--- src/rtl/mac_csr_pkg.sv ---
package mac_csr_pkg;
    localparam int ADDR_W = 12;
    localparam int DATA_W = 32;

    localparam logic [ADDR_W-1:0] OFS_CMD     = 12'h008;
    localparam logic [ADDR_W-1:0] OFS_ADDR_LO = 12'h00C;
    localparam logic [ADDR_W-1:0] OFS_ADDR_HI = 12'h010;
    localparam logic [ADDR_W-1:0] OFS_MAXFRM  = 12'h014;
    localparam logic [ADDR_W-1:0] OFS_EVENT   = 12'h040;

    localparam int B_TXEN    = 0;
    localparam int B_RXEN    = 1;
    localparam int B_PROMISC = 4;
    localparam int B_CRC     = 6;
    localparam int B_PAD     = 11;
    localparam int B_SWR     = 12;
    localparam int B_NOLEN   = 17;
    localparam int B_RXSTOP  = 29;

    localparam int EV_TXDONE = 5;
    localparam int EV_RXDONE = 6;

    localparam logic [DATA_W-1:0] CMD_WMASK =
        (32'd1 << B_TXEN) | (32'd1 << B_RXEN) | (32'd1 << B_PROMISC) |
        (32'd1 << B_CRC) | (32'd1 << B_PAD) | (32'd1 << B_NOLEN) |
        (32'd1 << B_RXSTOP);

    typedef enum logic [0:0] {
        SR_IDLE  = 1'b0,
        SR_PULSE = 1'b1
    } srst_state_e;
endpackage

--- src/rtl/mac_csr_swrst.sv ---
module mac_csr_swrst
    import mac_csr_pkg::*;
#(
    parameter int PULSE_CYCLES = 8
) (
    input  logic clk,
    input  logic rst_n,
    input  logic start,
    output logic busy
);
    localparam int CW = $clog2(PULSE_CYCLES + 1);
    localparam logic [CW-1:0] LAST = CW'(PULSE_CYCLES - 1);

    srst_state_e state_q, state_d;
    logic [CW-1:0] cnt_q, cnt_d;

    always_comb begin
        state_d = state_q;
        cnt_d   = cnt_q;
        unique case (state_q)
            SR_IDLE: begin
                if (start) begin            // transition: start
                    state_d = SR_PULSE;
                    cnt_d   = '0;
                end
            end
            SR_PULSE: begin
                if (cnt_q == LAST) begin    // transition: done
                    state_d = SR_IDLE;
                    cnt_d   = '0;
                end else begin
                    cnt_d = cnt_q + 1'b1;
                end
            end
        endcase
    end

    always_ff @(posedge clk or negedge rst_n) begin
        if (!rst_n) begin
            state_q <= SR_IDLE;
            cnt_q   <= '0;
        end else begin
            state_q <= state_d;
            cnt_q   <= cnt_d;
        end
    end

    always_comb begin
        busy = (state_q == SR_PULSE);
    end

    AST_PULSE_CONTINUES: assert property (@(posedge clk) disable iff (!rst_n)
        (busy && cnt_q != LAST) |=> busy);
    AST_PULSE_ENDS: assert property (@(posedge clk) disable iff (!rst_n)
        (busy && cnt_q == LAST) |=> !busy);
endmodule

--- src/rtl/mac_csr_events.sv ---
module mac_csr_events (
    input  logic clk,
    input  logic rst_n,
    input  logic hold,
    input  logic clr,
    input  logic stop_req,
    input  logic rx_en,
    input  logic rx_empty,
    input  logic tx_empty,
    output logic ev_rx,
    output logic ev_tx
);
    logic set_rx, set_tx;

    always_comb begin
        set_rx = stop_req && rx_empty;
        set_tx = stop_req && !rx_en && tx_empty;
    end

    always_ff @(posedge clk or negedge rst_n) begin
        if (!rst_n) begin
            ev_rx <= 1'b0;
            ev_tx <= 1'b0;
        end else if (hold) begin
            ev_rx <= 1'b0;
            ev_tx <= 1'b0;
        end else begin
            ev_rx <= set_rx || (ev_rx && !clr);
            ev_tx <= set_tx || (ev_tx && !clr);
        end
    end

    AST_TXFLAG_STICKY: assert property (@(posedge clk) disable iff (!rst_n)
        (ev_tx && !hold && !clr) |=> ev_tx);
endmodule

--- src/rtl/mac_csr.sv ---
module mac_csr
    import mac_csr_pkg::*;
#(
    parameter int MIN_FRAME    = 64,
    parameter int MAX_FRAME    = 32736,
    parameter int DEF_FRAME    = 1536,
    parameter int MF_W         = 16,
    parameter int RST_CYCLES   = 8
) (
    input  logic                 clk,
    input  logic                 rst_n,
    input  logic [ADDR_W-1:0]    bus_addr,
    input  logic                 bus_wr,
    input  logic [DATA_W-1:0]    bus_wdata,
    input  logic                 bus_rd,
    output logic [DATA_W-1:0]    bus_rdata,
    output logic                 bus_rvalid,
    input  logic                 rx_empty,
    input  logic                 tx_empty,
    output logic                 rx_enable,
    output logic                 tx_enable,
    output logic                 rx_stop_req,
    output logic                 sw_reset,
    output logic                 promisc_en,
    output logic                 crc_append,
    output logic                 pad_en,
    output logic                 len_check_off,
    output logic [MF_W-1:0]      max_frame_len,
    output logic [47:0]          station_addr
);
    localparam logic [DATA_W-1:0] LO_LIM = DATA_W'(MIN_FRAME);
    localparam logic [DATA_W-1:0] HI_LIM = DATA_W'(MAX_FRAME);
    localparam logic [MF_W-1:0]   MF_DEF = MF_W'(DEF_FRAME);

    logic [DATA_W-1:0] cmd_q;
    logic [31:0]       addr_lo_q;
    logic [15:0]       addr_hi_q;
    logic [MF_W-1:0]   mf_q;
    logic              busy, start, hold;
    logic              wr_cmd, wr_lo, wr_hi, wr_mf, wr_ev, mf_ok;
    logic              ev_rx, ev_tx;
    logic [DATA_W-1:0] rd_mux;

    always_comb begin
        wr_cmd = bus_wr && (bus_addr == OFS_CMD)     && !busy;
        wr_lo  = bus_wr && (bus_addr == OFS_ADDR_LO) && !busy;
        wr_hi  = bus_wr && (bus_addr == OFS_ADDR_HI) && !busy;
        wr_mf  = bus_wr && (bus_addr == OFS_MAXFRM)  && !busy;
        wr_ev  = bus_wr && (bus_addr == OFS_EVENT)   && !busy;
        mf_ok  = (bus_wdata >= LO_LIM) && (bus_wdata <= HI_LIM);
        start  = wr_cmd && bus_wdata[B_SWR];
        hold   = start || busy;
    end

    mac_csr_swrst #(.PULSE_CYCLES(RST_CYCLES)) u_swrst (
        .clk   (clk),
        .rst_n (rst_n),
        .start (start),
        .busy  (busy)
    );

    mac_csr_events u_events (
        .clk      (clk),
        .rst_n    (rst_n),
        .hold     (hold),
        .clr      (wr_ev),
        .stop_req (cmd_q[B_RXSTOP]),
        .rx_en    (cmd_q[B_RXEN]),
        .rx_empty (rx_empty),
        .tx_empty (tx_empty),
        .ev_rx    (ev_rx),
        .ev_tx    (ev_tx)
    );

    always_ff @(posedge clk or negedge rst_n) begin
        if (!rst_n) begin
            cmd_q     <= '0;
            addr_lo_q <= '0;
            addr_hi_q <= '0;
            mf_q      <= MF_DEF;
        end else if (hold) begin
            cmd_q     <= '0;
            addr_lo_q <= '0;
            addr_hi_q <= '0;
            mf_q      <= MF_DEF;
        end else begin
            if (wr_cmd)         cmd_q     <= bus_wdata & CMD_WMASK;
            if (wr_lo)          addr_lo_q <= bus_wdata;
            if (wr_hi)          addr_hi_q <= bus_wdata[15:0];
            if (wr_mf && mf_ok) mf_q      <= bus_wdata[MF_W-1:0];
        end
    end

    always_comb begin
        rd_mux = '0;
        unique case (bus_addr)
            OFS_CMD:     rd_mux = cmd_q | (DATA_W'(busy) << B_SWR);
            OFS_ADDR_LO: rd_mux = addr_lo_q;
            OFS_ADDR_HI: rd_mux = {16'h0, addr_hi_q};
            OFS_MAXFRM:  rd_mux = DATA_W'(mf_q);
            OFS_EVENT:   rd_mux = (DATA_W'(ev_rx) << EV_RXDONE) |
                                  (DATA_W'(ev_tx) << EV_TXDONE);
            default:     rd_mux = '0;
        endcase
    end

    always_ff @(posedge clk or negedge rst_n) begin
        if (!rst_n) begin
            bus_rdata  <= '0;
            bus_rvalid <= 1'b0;
        end else begin
            bus_rvalid <= bus_rd;
            bus_rdata  <= bus_rd ? rd_mux : '0;
        end
    end

    always_comb begin
        tx_enable     = cmd_q[B_TXEN];
        rx_enable     = cmd_q[B_RXEN];
        promisc_en    = cmd_q[B_PROMISC];
        crc_append    = cmd_q[B_CRC];
        pad_en        = cmd_q[B_PAD];
        len_check_off = cmd_q[B_NOLEN];
        rx_stop_req   = cmd_q[B_RXSTOP];
        sw_reset      = busy;
        max_frame_len = mf_q;
        station_addr  = {addr_hi_q, addr_lo_q};
    end

    AST_SWR_CAUSED: assert property (@(posedge clk) disable iff (!rst_n)
        $rose(sw_reset) |-> $past(start));
    AST_RESET_QUIET: assert property (@(posedge clk) disable iff (!rst_n)
        sw_reset |-> (!rx_enable && !tx_enable && !rx_stop_req && max_frame_len == MF_DEF));
    AST_FRAME_LEGAL: assert property (@(posedge clk) disable iff (!rst_n)
        (max_frame_len >= MF_W'(MIN_FRAME) && max_frame_len <= MF_W'(MAX_FRAME)));
    AST_RXFLAG_SET: assert property (@(posedge clk) disable iff (!rst_n)
        (rx_stop_req && rx_empty && !hold) |=> ev_rx);
    AST_RXFLAG_STICKY: assert property (@(posedge clk) disable iff (!rst_n)
        (ev_rx && !hold && !wr_ev) |=> ev_rx);
    AST_RVALID_FOLLOWS: assert property (@(posedge clk) disable iff (!rst_n)
        bus_rd |=> bus_rvalid);
endmodule

--- config.mk ---
export PLATFORM = sky130hd
export DESIGN_NAME = mac_csr
export DESIGN_NICKNAME = d
export VERILOG_FILES = /design/src/rtl/mac_csr_pkg.sv /design/src/rtl/mac_csr_swrst.sv /design/src/rtl/mac_csr_events.sv /design/src/rtl/mac_csr.sv
export SDC_FILE = /design/constraint.sdc
export NUM_CORES = 1
export LEC_CHECK = 0
export BUFFER_PORTS_ARGS = -buffer_cell sky130_fd_sc_hd__buf_4
export CAP_MARGIN = 20
export CORE_UTILIZATION = 40
export DETAILED_ROUTE_END_ITERATION = 8
export MAX_ROUTING_LAYER = met4
export PLACE_DENSITY = 0.66
export RECOVER_POWER = 25
export SETUP_SLACK_MARGIN = 0.02
export SLEW_MARGIN = 20
export SYNTH_ARGS = -nofsm -noshare
export SYNTH_HDL_FRONTEND = slang
export SYNTH_SLANG_ARGS = --single-unit
--- constraint.sdc ---
create_clock -name clk -period 2.3 [get_ports clk]
set_clock_uncertainty 0.05 [all_clocks]
set_input_delay 0.345 -clock clk [delete_from_list [all_inputs] [get_ports clk]]
set_output_delay 0.345 -clock clk [all_outputs]
set_load 0.005 [all_outputs]
---- Yosys cells after proc, flatten, opt, wreduce, memory -nomap -nowiden ----
Cells that the tools add are included.
storage, ports and cells
  bits in registers ....................... 136
  bits of input ports ..................... 50
  output and inout bits ................... 105
  word-level logic and storage cells ...... 69
operators by class
  add/subtract/negate cells ............... 1
  order comparisons ....................... 2
  equal/unequal tests ..................... 7
  muxes and demuxes ....................... 18
  bitwise operators ....................... 3
  reduce and logical (&&, ||, !) cells .... 28
operators by type and width
  cell                                                   number
  2-to-1 mux 32 bit                                      5
  case mux 32 bit (5 select lines)                       1
  2-to-1 mux 16 bit                                      4
  >= comparator 32 x 7 -> 1 bit, second input constant   1
  <= comparator 32 x 15 -> 1 bit, second input constant  1
  OR 32 x 13 -> 32 bit                                   1
  == test 12 x 4 -> 1 bit, second input constant         2
  == test 12 x 5 -> 1 bit, second input constant         2
  logical AND 1 bit                                      18
  == test 12 x 7 -> 1 bit, second input constant         1
  2-to-1 mux 4 bit                                       2
  case mux 4 bit (2 select lines)                        1
  nonzero test 2 bit                                     4
  OR 7 x 6 -> 7 bit                                      1
  adder 4 x 1 -> 4 bit, second input constant            1
  == test 4 x 3 -> 1 bit, second input constant          1
  2-to-1 mux 1 bit                                       4
  zero test 1 bit                                        3
  logical OR 1 bit                                       3
  inequality test 2 bit, second input constant           1
  case mux 1 bit (2 select lines)                        1
  NOT 1 bit                                              1

---- Longest topological paths before layout ----
  word-level depth ........................ 7
  mapped depth ............................ 8
  depth with buffers taken out ............ 6

---- Cells and area by module ----
A second synthesis with hierarchy kept.
unflattened totals
  cells, all modules ...................... 488
  area total of the unflattened synthesis .. 4996.0 sq um
by module, submodules not included
  module          instances  cells each  area an instance (sq um)  seq. area each (sq um)
  mac_csr         1          457         4677.0                    2605.0
  mac_csr_swrst   1          23          231.5                     125.1
  mac_csr_events  1          8           87.6                      50.0

---- Worst setup path before layout ----
OpenSTA, ideal clock, no wires.
  path kind ............................... input -> register
  start ................................... in bus_addr[11]
  end ..................................... reg mf_q[13], in the netlist max_frame_len[13]
  setup time .............................. 127 ps
  data arrival time ....................... 2000 ps
  setup slack ............................. 123 ps
  stages .................................. 7
  path buffers ............................ 2
  path through ............................ or4_1 > buf_4 > nor4_4 > o21ai_2 > clkbuf_1 > o21ai_0 > a21oi_1
between the ends
  word-level cells in the longest chain between the ends .. 6
RTL lines
  item                                                     RTL line       RTL
  start, declared                                          mac_csr.sv:12  input logic [ADDR_W-1:0] bus_addr,
  == test 12 x 4 -> 1 bit                                  mac_csr.sv:45  wr_cmd = bus_wr && (bus_addr == OFS_CMD) && !busy;
  logical AND 1 bit (2 in a row)                           mac_csr.sv:45
  logical AND 1 bit                                        mac_csr.sv:51  start = wr_cmd && bus_wdata[B_SWR];
  logical OR 1 bit                                         mac_csr.sv:52  hold = start || busy;
  2-to-1 mux 16 bit or nonzero test 2 bit (tied branches)  --
  end signal, assigned                                     mac_csr.sv:90  if (wr_mf && mf_ok) mf_q <= bus_wdata[MF_W-1:0];
  end, declared                                            mac_csr.sv:38  logic [MF_W-1:0] mf_q;
Several ways; a longest one is shown, not always the timed one.
A chain may end at the register's enable or synchronous reset.

---- Final worst setup path ----
  start ................................... reg u_swrst.state_q, in the netlist u_swrst.busy
  end ..................................... reg mf_q[1], in the netlist max_frame_len[1]
between the ends
  word-level cells in the longest chain between the ends .. 5
RTL lines
  item                                                     RTL line                      RTL
  start, declared                                          mac_csr_swrst.sv:14           srst_state_e state_q, state_d;
  start signal, assigned                                   mac_csr_swrst.sv:43           state_q <= state_d;
  zero test 1 bit                                          mac_csr.sv:45, mac_csr.sv:48
  logical AND 1 bit                                        mac_csr.sv:45
  logical AND 1 bit                                        mac_csr.sv:51
  logical OR 1 bit                                         mac_csr.sv:52
  2-to-1 mux 16 bit or nonzero test 2 bit (tied branches)  --
Several ways; a longest one is shown, not always the timed one.

==> impl_metrics.py <==
metrics = {
    "grt": {
        "grt_max_degree": 43,
        "grt_pass1_wl_mm": 23.30,
        "grt.busiest_layer": "met2",
        "antenna_found_initial": 0,
        "grt_overflow": 0,
        "grt_pass1_vias": 4336,
        "met2_usage": 0.4000,
        "grt_usage": 0.2475,
        "met3_usage": 0.03554,
        "grtUsageMet1": 0.3236,
    },
    "power": {
        "power.density_mw_per_mm2": 578.3,
        "ir_drop_uv": 333.2,
        "power_mw": 3.769,
        "p_leak_nw": 3.126,
    },
    "setup_path": {
        "r2r_cells": 7,
        "cp-end-kind": "register",
        "cp-startpoint": "u_swrst.busy$_DFF_PN0_",
        "worstSetupStartpointType": "register",
        "cp_data_required_time_ps": 2510,
        "crit-reg2reg-launch": "u_swrst.busy$_DFF_PN0_",
        "cp_data_arrival_time_ps": 2270,
        "endpoint": "max_frame_len[1]$_DFFE_PN0P_",
        "r2r_setup_slack_ps": 240,
        "critPathMaxFanout": 10,
        "r2r-end": "max_frame_len[1]$_DFFE_PN0P_",
        "path_class": "reg -> reg",
    },
    "clock_tree": {
        "cts_tree": "yes",
        "path_clk_slew_ps": 70,
        "cts_sinks": 111,
        "cts_root_buf": "clkbuf_16",
        "clk-insertion-delay-late_ps": 340,
        "clock_path_buffers": 2,
        "h-tree-depth": 3,
        "numCtsBuffers": 9,
    },
    "finish": {
        "final_nets": 679,
        "antenna_cells": 0,
        "drive_above_1_share": 0.3570,
        "flow.area_growth_from_synthesis_pct": 37.73,
        "post-route-util": 0.5684,
    },
    "yosys": {
        "synth_seq_cells": 111,
        "synth_top_area_cell": "dfrtp_1",
        "synth_warnings": 0,
        "synth_ff_type": "dfrtp_1",
        "syn-mean-instance-area_um2": 10.22,
        "syn_inst": 463,
        "yosys.cell_types.count": 39,
        "synth_most_common_cell": "dfrtp_1",
        "syn_area_mm2": 0.004732,
        "ys_async_sr_fraction": 1.000,
        "synth-edff-count": 0,
        "synth_nets": 514,
        "synth_commonest_cells": "dfrtp_1 (109), nand2_1 (100), a21oi_1 (56), nand3_1 (22), o21ai_0 (21)",
        "yosysSeqAreaShare": 0.5875,
        "synth_area_leaders": "dfrtp_1 (58%), nand2_1 (7.9%), a21oi_1 (5.9%), a22oi_1 (2.5%), nand3_1 (2.3%)",
        "netlist.area_leader.share": 0.5764,
    },
    "timing": {
        "worst_pin_slew_ps": 1073,
        "slew_viol_final": 0,
        "finalCriticalPeriod_ps": 2064,
        "rsz0062_at_grt": "no",
        "max_freq_mhz": 484.5,
        "relSlewSlack": 0.2846,
        "finalSetupViolCount": 0,
        "post-route-period-util": 0.8974,
        "hold_viol": 0,
    },
    "floorplan": {
        "core_area_mm2": 0.01147,
        "die_y_um": 110.8,
        "die_w_um": 110.8,
        "dieArea_mm2": 0.01227,
        "ios": 155,
        "rows": 39,
        "start_util": 0.4127,
    },
    "flow_run": {
        "drv_cap": 0,
    },
    "place": {
        "place.gp.congestion": 0.8440,
        "numPortBuffers": 154,
        "dp_hpwl_mm": 10.54,
    },
    "drt": {
        "routed_wl_mm": 14.65,
        "via_per_inst": 5.622,
        "final_antenna_net_count": 0,
        "dr.pass1.iters": 5,
        "drcViolationCount": 0,
        "wl_per_cell_um": 18.88,
        "vias": 4363,
        "drtIter0Drc": 355,
    },
    "status": {
        "outcome": "complete, no violations",
    },
    "min_path": {
        "hp-class": "in -> reg",
        "hold_start": "bus_wdata[23]",
    },
}
## state kept, by name (all words and copies together) (netlist names), 4 cells and up
name,flops
cmd_q,7
bus_rdata,32
addr_hi_q,16
max_frame_len,16
addr_lo_q,32
u_swrst.cnt_q,4
## through the flow
stage / setup TNS [ps] / worst slack (ps) / hold WS (ps) / area, µm² / cells
floorplan: 0 / 123.0 / -0.5911 / 4732 / 463
global placement: 0 / 8.145 / 313.4 / 6220 / 759
detailed placement: -9.641 / -6.909 / 324.9 / 6220 / 759
CTS: 0 / 95.96 / 168.1 / 6538 / 776
global route: 0 / 116.5 / 211.7 / 6518 / 776
finish: 0 / 236.0 / 213.5 / 6518 / 776
## report_power, final
group | internal [mW] | switching, mW | leakage, nW
logic | 0.0857 | 0.111 | 1.44
registers | 1.96 | 0.0109 | 1.54
clock network | 0.881 | 0.717 | 0.149
## critical path: stages (launching register included)
cell      delay [ps]
dfrtp_1          540
nand2b_1         260
nor4_2           340
buf_4            180
and3_1           200
buf_4            180
nand3_1           90
a21oi_1          160
## cells by family (layout without fill, tap and decap cells)
kind of cell | after synthesis | in the layout | share of synthesized area
AND/OR/NAND/NOR | 184 | 184 | 0.1901
AO/OA/AOI/OAI | 128 | 128 | 0.1761
flip-flops | 111 | 111 | 0.5875
buffers and inverters | 36 | 206 | 0.03755
multiplexers | 2 | 2 | 0.004231
adder cells (fa/ha/maj) | 1 | 1 | 0.002644
XOR/XNOR | 1 | 1 | 0.001851
## how the worst min path moves through the flow
| stage | slack (ps) | end | depth (start not counted) |
|---|---|---|---|
| 6_report | 210 | addr_lo_q[23]$_DFFE_PN0P_ | 3 |
| 5_1_grt | 210 | cmd_q[17]$_DFFE_PN0P_ | 2 |
| 4_1_cts | 170 | bus_rvalid$_DFF_PN0_ | 1 |
| 3_5_place_dp | 320 | bus_rvalid$_DFF_PN0_ | 1 |
| 3_3_place_gp | 310 | bus_rdata[28]$_DFF_PN0_ | 1 |
| 2_1_floorplan | -0.6 | addr_hi_q[0]$_DFFE_PN0P_ | 0 |
## layer usage
layer / routed length, µm / vias to the layer above
met5: 0 / -
met4: 260 / 0
met3: 1089 / 21
met2: 7101 / 242
met1: 6202 / 2132
li1: - / 1968
## cell type report
type | count | area (µm²)
Clock buffer | 10 | 239.0
Multi-Input combinational cell | 316 | 1780
Fill cell | 1012 | 4950
Tap cell | 143 | 178.9
Timing Repair Buffer | 188 | 1463
Inverter | 2 | 7.507
Sequential cell | 111 | 2780
Clock inverter | 6 | 68.82
## cells in the final DEF, fill, tap and decap left out, types with 3 or more instances in the layout
cell type,Yosys,routed
a21oi_1,56,56
a21oi_2,10,10
a222oi_1,10,10
a22o_1,9,9
a22oi_1,16,16
and3_1,17,17
buf_12,0,5
buf_4,2,153
clkbuf_1,14,3
clkbuf_16,0,9
clkbuf_4,0,25
dfrtp_1,109,109
nand2_1,100,100
nand3_1,22,22
nor2_1,15,15
nor2b_1,3,3
nor4_1,5,4
nor4_4,3,3
o21ai_0,21,21
or3b_2,3,3
or4_1,5,5
## what timing repair did
action / 4_1_cts / 5_1_grt
hold buffers: 1 / 0
buffers inserted: 0 / 0
endpoints found under the hold margin: 40 / 0
resized for setup: 0 / 1
setup endpoints to repair: 0 / 2
Power figures use the tool's default switching activity.
